$ cat src/rtl/tag_pkg.sv
// Package: shared encodings and tile constants for the address generator.
// Assumes: tiles are always 4 KB; only the geometry inside differs.
package tag_pkg;
    localparam int TILE_LOG2 = 12;                 // 4 KB tile
    localparam logic [1:0] LAYOUT_LINEAR = 2'd0;
    localparam logic [1:0] LAYOUT_WIDE   = 2'd1;
    localparam logic [1:0] LAYOUT_TALL   = 2'd2;

    typedef enum logic [2:0] {
        SWZ_NONE    = 3'd0,
        SWZ_B9      = 3'd1,
        SWZ_B9_10   = 3'd2,
        SWZ_B9_11   = 3'd3,
        SWZ_B9_10_11 = 3'd4
    } swz_mode_e;
endpackage

$ cat src/rtl/tag_linear.sv
// Module: linear layout offset, (y*pitch + x)*bpp.
// Assumes: the product fits in OFS_W bits; wraps silently otherwise.
module tag_linear #(
    parameter int X_W     = 16,
    parameter int Y_W     = 16,
    parameter int PITCH_W = 16,
    parameter int BPP_W   = 3,
    parameter int OFS_W   = 32
) (
    input  logic [X_W-1:0]     x_i,
    input  logic [Y_W-1:0]     y_i,
    input  logic [PITCH_W-1:0] pitch_i,
    input  logic [BPP_W-1:0]   bpp_i,
    output logic [OFS_W-1:0]   ofs_o
);
    logic [OFS_W-1:0] pix_idx;

    // Pixel index then scale to bytes.
    always_comb begin
        pix_idx = OFS_W'(y_i) * OFS_W'(pitch_i) + OFS_W'(x_i);
        ofs_o   = pix_idx * OFS_W'(bpp_i);
    end
endmodule

$ cat src/rtl/tag_tile_geom.sv
// Module: in-tile offset and tile base for one tile geometry.
// IS_TALL=0: 512-byte by 8-row tiles, row-major inside.
// IS_TALL=1: 128-byte by 32-row tiles, stored as 16-byte columns.
// Assumes: Y_W >= 5 and the tile row stride fits in OFS_W bits.
module tag_tile_geom #(
    parameter int X_W     = 16,
    parameter int Y_W     = 16,
    parameter int PITCH_W = 16,
    parameter int BPP_W   = 3,
    parameter int OFS_W   = 32,
    parameter bit IS_TALL = 1'b0
) (
    input  logic [X_W-1:0]     x_i,
    input  logic [Y_W-1:0]     y_i,
    input  logic [PITCH_W-1:0] pitch_i,
    input  logic [BPP_W-1:0]   bpp_i,
    output logic [tag_pkg::TILE_LOG2-1:0] intile_o,
    output logic [OFS_W-1:0]   base_o
);
    localparam int COL_LOG2 = IS_TALL ? 7 : 9;   // tile width in bytes, log2
    localparam int ROW_LOG2 = IS_TALL ? 5 : 3;   // tile height in rows, log2

    logic [OFS_W-1:0]    xbyte;
    logic [COL_LOG2-1:0] col;
    logic [ROW_LOG2-1:0] row;
    logic [OFS_W-1:0]    htile, vtile, stride;

    // Split the byte column and row into tile index and position in tile.
    always_comb begin
        xbyte  = OFS_W'(x_i) * OFS_W'(bpp_i);
        col    = xbyte[COL_LOG2-1:0];
        row    = y_i[ROW_LOG2-1:0];
        htile  = xbyte >> COL_LOG2;
        vtile  = OFS_W'(y_i >> ROW_LOG2);
        stride = (OFS_W'(pitch_i) * OFS_W'(bpp_i)) << ROW_LOG2;
        base_o = (htile << tag_pkg::TILE_LOG2) + vtile * stride;
    end

    generate
        if (IS_TALL) begin : g_tall
            // 16-byte column index on top, then row, then byte in column.
            always_comb intile_o = {col[6:4], row, col[3:0]};
        end else begin : g_wide
            // Row on top, byte column below.
            always_comb intile_o = {row, col};
        end
    endgenerate
endmodule

$ cat src/rtl/tag_swizzle.sv
// Module: bit-6 XOR swizzle on a 12-bit in-tile offset.
// Assumes: the input is the in-tile offset only, before the base is added.
module tag_swizzle (
    input  logic [tag_pkg::TILE_LOG2-1:0] ofs_i,
    input  logic [2:0]                    mode_i,
    output logic [tag_pkg::TILE_LOG2-1:0] ofs_o,
    output logic                          bad_o
);
    import tag_pkg::*;
    logic flip;

    // Select which upper bits fold into bit 6; flag undefined codes.
    always_comb begin
        bad_o = 1'b0;
        unique case (mode_i)
            SWZ_NONE:     flip = 1'b0;
            SWZ_B9:       flip = ofs_i[9];
            SWZ_B9_10:    flip = ofs_i[9] ^ ofs_i[10];
            SWZ_B9_11:    flip = ofs_i[9] ^ ofs_i[11];
            SWZ_B9_10_11: flip = ofs_i[9] ^ ofs_i[10] ^ ofs_i[11];
            default: begin
                flip  = 1'b0;
                bad_o = 1'b1;
            end
        endcase
        ofs_o    = ofs_i;
        ofs_o[6] = ofs_i[6] ^ flip;
    end

    // Guard: only bit 6 may differ between input and output.
    always_comb begin
        p_swz_keep_r5: assert (((ofs_o ^ ofs_i) & ~12'h040) == 12'h000);
    end

    // Guard: code 0 is the identity.
    always_comb begin
        if (mode_i == 3'd0)
            p_swz_none_r5: assert (ofs_o == ofs_i);
    end
endmodule

$ cat src/rtl/tag_addr_gen.sv
// Module: top of the tiled surface address generator.
// Picks the linear or one of two tiled offsets, applies the swizzle to
// the in-tile part, flags undefined codes, and optionally registers.
// Assumes: one coordinate per cycle; no backpressure.
module tag_addr_gen #(
    parameter int X_W     = 16,
    parameter int Y_W     = 16,
    parameter int PITCH_W = 16,
    parameter int BPP_W   = 3,
    parameter int OFS_W   = 32,
    parameter bit PIPE    = 1'b1
) (
    input  logic               clk,
    input  logic               rst_n,
    input  logic               in_valid,
    input  logic [X_W-1:0]     x_in,
    input  logic [Y_W-1:0]     y_in,
    input  logic [PITCH_W-1:0] pitch_in,
    input  logic [BPP_W-1:0]   bpp_in,
    input  logic [1:0]         layout_in,
    input  logic [2:0]         swz_in,
    output logic               out_valid,
    output logic [OFS_W-1:0]   offset_out,
    output logic               err_out
);
    import tag_pkg::*;

    logic [OFS_W-1:0]     lin_ofs, wide_base, tall_base, sel_base;
    logic [TILE_LOG2-1:0] wide_in, tall_in, sel_in, swz_out;
    logic                 swz_bad, err_c;
    logic [OFS_W-1:0]     ofs_c;

    tag_linear #(.X_W(X_W), .Y_W(Y_W), .PITCH_W(PITCH_W), .BPP_W(BPP_W),
                 .OFS_W(OFS_W)) lin_i (
        .x_i(x_in), .y_i(y_in), .pitch_i(pitch_in), .bpp_i(bpp_in),
        .ofs_o(lin_ofs));

    tag_tile_geom #(.X_W(X_W), .Y_W(Y_W), .PITCH_W(PITCH_W), .BPP_W(BPP_W),
                    .OFS_W(OFS_W), .IS_TALL(1'b0)) wide_i (
        .x_i(x_in), .y_i(y_in), .pitch_i(pitch_in), .bpp_i(bpp_in),
        .intile_o(wide_in), .base_o(wide_base));

    tag_tile_geom #(.X_W(X_W), .Y_W(Y_W), .PITCH_W(PITCH_W), .BPP_W(BPP_W),
                    .OFS_W(OFS_W), .IS_TALL(1'b1)) tall_i (
        .x_i(x_in), .y_i(y_in), .pitch_i(pitch_in), .bpp_i(bpp_in),
        .intile_o(tall_in), .base_o(tall_base));

    // Choose the tile geometry that feeds the shared swizzle stage.
    always_comb begin
        sel_in   = (layout_in == LAYOUT_TALL) ? tall_in : wide_in;
        sel_base = (layout_in == LAYOUT_TALL) ? tall_base : wide_base;
    end

    tag_swizzle swz_i (
        .ofs_i(sel_in), .mode_i(swz_in), .ofs_o(swz_out), .bad_o(swz_bad));

    // Final offset; undefined codes force zero with the error flag.
    always_comb begin
        err_c = swz_bad || (layout_in == 2'd3);
        if (err_c)
            ofs_c = '0;
        else if (layout_in == LAYOUT_LINEAR)
            ofs_c = lin_ofs;
        else
            ofs_c = sel_base + OFS_W'(swz_out);
    end

    generate
        if (PIPE) begin : g_reg
            // Output register stage with valid; data loads only on valid.
            always_ff @(posedge clk) begin
                if (!rst_n) begin
                    out_valid  <= 1'b0;
                    offset_out <= '0;
                    err_out    <= 1'b0;
                end else begin
                    out_valid <= in_valid;
                    if (in_valid) begin
                        offset_out <= ofs_c;
                        err_out    <= err_c;
                    end
                end
            end

            // Guard: valid input appears at the output one cycle later.
            p_valid_follow_r8: assert property (@(posedge clk) disable iff (!rst_n)
                in_valid |=> out_valid);
            // Guard: idle input gives idle output next cycle.
            p_idle_follow_r8: assert property (@(posedge clk) disable iff (!rst_n)
                !in_valid |=> !out_valid);
        end else begin : g_comb
            // Pass-through: result in the same cycle.
            always_comb begin
                out_valid  = in_valid;
                offset_out = ofs_c;
                err_out    = err_c;
            end
        end
    endgenerate

    // Guard: an error never comes with a partial offset.
    p_err_zero_r7: assert property (@(posedge clk) disable iff (!rst_n)
        err_out |-> (offset_out == '0));
endmodule

$ cat config.mk
export PLATFORM = sky130hd
export DESIGN_NAME = tag_addr_gen
export DESIGN_NICKNAME = d
export VERILOG_FILES = /design/src/rtl/tag_pkg.sv /design/src/rtl/tag_linear.sv /design/src/rtl/tag_tile_geom.sv /design/src/rtl/tag_swizzle.sv /design/src/rtl/tag_addr_gen.sv
export SDC_FILE = /design/constraint.sdc
export NUM_CORES = 2
export LEC_CHECK = 0
export ABC_CLOCK_PERIOD_IN_PS = 29300
export BUFFER_PORTS_ARGS = -buffer_cell sky130_fd_sc_hd__buf_2
export CORE_MARGIN = 5
export CORE_UTILIZATION = 60
export DETAILED_ROUTE_END_ITERATION = 6
export PLACE_DENSITY = 0.77
export SYNTH_ARGS = -nofsm -noshare
export SYNTH_HDL_FRONTEND = slang
export SYNTH_SLANG_ARGS = --single-unit
$ cat constraint.sdc
create_clock -name clk -period 29.3 [get_ports clk]
set_input_delay 5.86 -clock clk [delete_from_list [all_inputs] [get_ports clk]]
set_output_delay 5.86 -clock clk [all_outputs]
set_load 0.03 [all_outputs]
==> flow_summary.ini <==
[synth]
yosysTopAreaCell = fa_1
ys.flop_type = dfxtp_1
yosysWarnings = 0
syn_nets = 4420
synth_cells = 3558
yosysSeqAreaShare_pct = 2.40
syn_area_per_cell_um2 = 7.95
ys_ff_latch = 34
synth_area_leaders = fa_1 35%, ha_1 13%, inv_1 10%
yosys.area.top_type_share_pct = 35.2
synth_edf_count = 0
synthDistinctLibCells = 100
synth.most_common_cell = inv_1
synthTopCellsByCount = 767 x inv_1, 573 x nand2_1, 498 x fa_1, 305 x ha_1, 209 x and2_1
synthArstFlopShare_pct = 0
synth.cell_area_mm2 = 0.0283

[detailed_routing]
detail_route.wl_per_cell_um = 16.8
drtIter0Drc = 1423
avgViaCountPerCell = 5.59
dr.pass1.iters = 6
antenna_left = 0
num_vias = 23200
wl_um = 69700
drcViolationCount = 0

[setup_path]
required_ps = 29460
slowest_stage = xnor2_1
setup.worst_path.class = in -> reg
cp-end-kind = flop
r2r_slack_ps = 28390
crit_arrival_ps = 17250
rr_startpoint = offset_out[24]
cp-start-kind = input pin
cp_max_fo = 60
crit_end = offset_out[31]
cp-startpoint = bpp_in[0]
reg2reg_depth = 2
critPathMaxStageDelay_ps = 880
path_common_cell = fa_1
reg2reg_to = offset_out[24]

[clock_network]
clockRootBuffer = clkbuf_16
clock_latency_ps = 280
h-tree-depth = 2
clk_path_buf_depth = 2
numCtsBuffers = 5
clock-sinks = 34
postCtsSetupRepairBufs = 0
cts_tree = yes
cts_hold_buf = 0
clk_pin_slew_ps = 50
postCtsResizedCells = 0

[timing]
drv_slew = 0
fin_skew_ps = 0
max_slew_margin_pct = 18.4
rsz0062_at_grt = false
finalHoldViolations = 0
setup-violations-final = 0
fin_tns_setup_ps = 0
tightest_slew_ps = 1220
period_minus_slack_ps = 17090
max_freq_mhz = 58.5
finalCritPeriodShare_pct = 58.3

[floorplan]
floorplan.io_pins = 93
fp.dieArea_mm2 = 0.0516
initial_utilization_pct = 60.7
rows = 79
fp.dieW_um = 227
die_h_um = 227
fp.coreArea_mm2 = 0.0467

[global_routing]
grt_antenna_before_repair = 1
track_usage_pct = 27.9
grt_pass1_wl_um = 119000
grt_overflow = 0
grt_max_degree = 61
grt_pass1_vias = 24200

[final_layout]
regArea_um2 = 681
final_layout_size_suffix_gt1_share_pct = 5.11
layout.nets = 4402
fill_cells = 4102
syn2layout_area_growth_pct = 3.61
multi_input_area_mm2 = 0.0242

[place]
hpwlAfterDp_um = 57400
portBuffers = 92
gp_congestion = 0.910

[flow_run]
cap_violations = 0

[run_status]
status = completed

[hold_path]
min_path_type = reg -> reg
==> critical path, delay by kind of cell <==
family	cells	cell delay (ps)
simple gates	11	2000
buf+inv	7	1300
fa+ha+maj	10	3970
xor+xnor	3	1140
compound gates	11	2820
mux	1	120
==> routing by layer <==
metal,up-vias,part of all wire [%],wire (um),track usage (%)
met5,-,0,0,0
met1,11500,42,29400,36.8
li1,11000,-,-,-
met2,622,49,34100,49.0
met4,0,4.6,3180,9.78
met3,147,4.3,3030,2.05
==> cell type report <==
type	instances	area share, %
antenna	1	0.00853
multi-input combinational	2612	82.4
inverter	768	9.83
tap	607	2.59
clock inverter	3	0.154
timing repair buffer	119	2.26
sequential	34	2.32
clock buffer	5	0.427
==> through the flow <==
step,instances,setup WS (ps),hold slack (ps),cell area [um2],util [%]
floorplan,3558,13450,566,28300,-
global placement,4140,12370,436,29200,62.5
detailed placement,4140,12090,440,29200,62.5
CTS,4148,12360,476,29300,62.8
global route,4149,11460,498,29300,62.9
finish,4149,12210,469,29300,62.9
==> worst min path at each step <==
| stage | slack [ps] | cells past startpoint | end | startpoint |
|---|---|---|---|---|
| 2_1_floorplan | 570 | 2 | offset_out[28] | offset_out[28] |
| 3_3_place_gp | 440 | 2 | offset_out[28] | offset_out[28] |
| 3_5_place_dp | 440 | 2 | offset_out[28] | offset_out[28] |
| 4_1_cts | 480 | 2 | offset_out[28] | offset_out[28] |
| 5_1_grt | 500 | 2 | offset_out[28] | offset_out[28] |
| 6_report | 470 | 2 | offset_out[28] | offset_out[28] |
==> cell families after synthesis <==
| logic type | after synthesis | synth area share, % |
|---|---|---|
| AOI/OAI and AO/OA | 482 | 11.3 |
| and+or+nand+nor | 1132 | 19.1 |
| muxes | 14 | 0.553 |
| buffers and inverters | 912 | 12.2 |
| xor gates and xnor gates | 181 | 5.68 |
| adders and majority gates | 803 | 48.7 |
| DFF | 34 | 2.40 |
==> state kept, by name, indices dropped and copies added (netlist names) <==
register,cells
out_valid,1
offset_out,32
err_out,1
==> cell usage in the layout (no fill, tap or decap), types with 10 or more instances in the layout <==
cell type,instances
inv_1,767
nand2_1,573
fa_1,498
ha_1,305
and2_1,209
a21oi_1,145
xnor2_1,113
nor2_1,108
buf_2,92
o21ai_0,74
xor2_1,66
a21o_1,57
nor2b_1,51
nor3_1,35
dfxtp_1,34
nand3_1,33
nand2b_1,28
o21bai_1,27
buf_4,27
o21a_1,22
and3_1,21
a211oi_1,18
a31oi_1,18
or2_2,12
mux2i_1,12
o211ai_1,11
o31ai_1,10
Power is not shown: default switching activity piles up to over one toggle a cycle in this logic, so the estimate is an artifact.
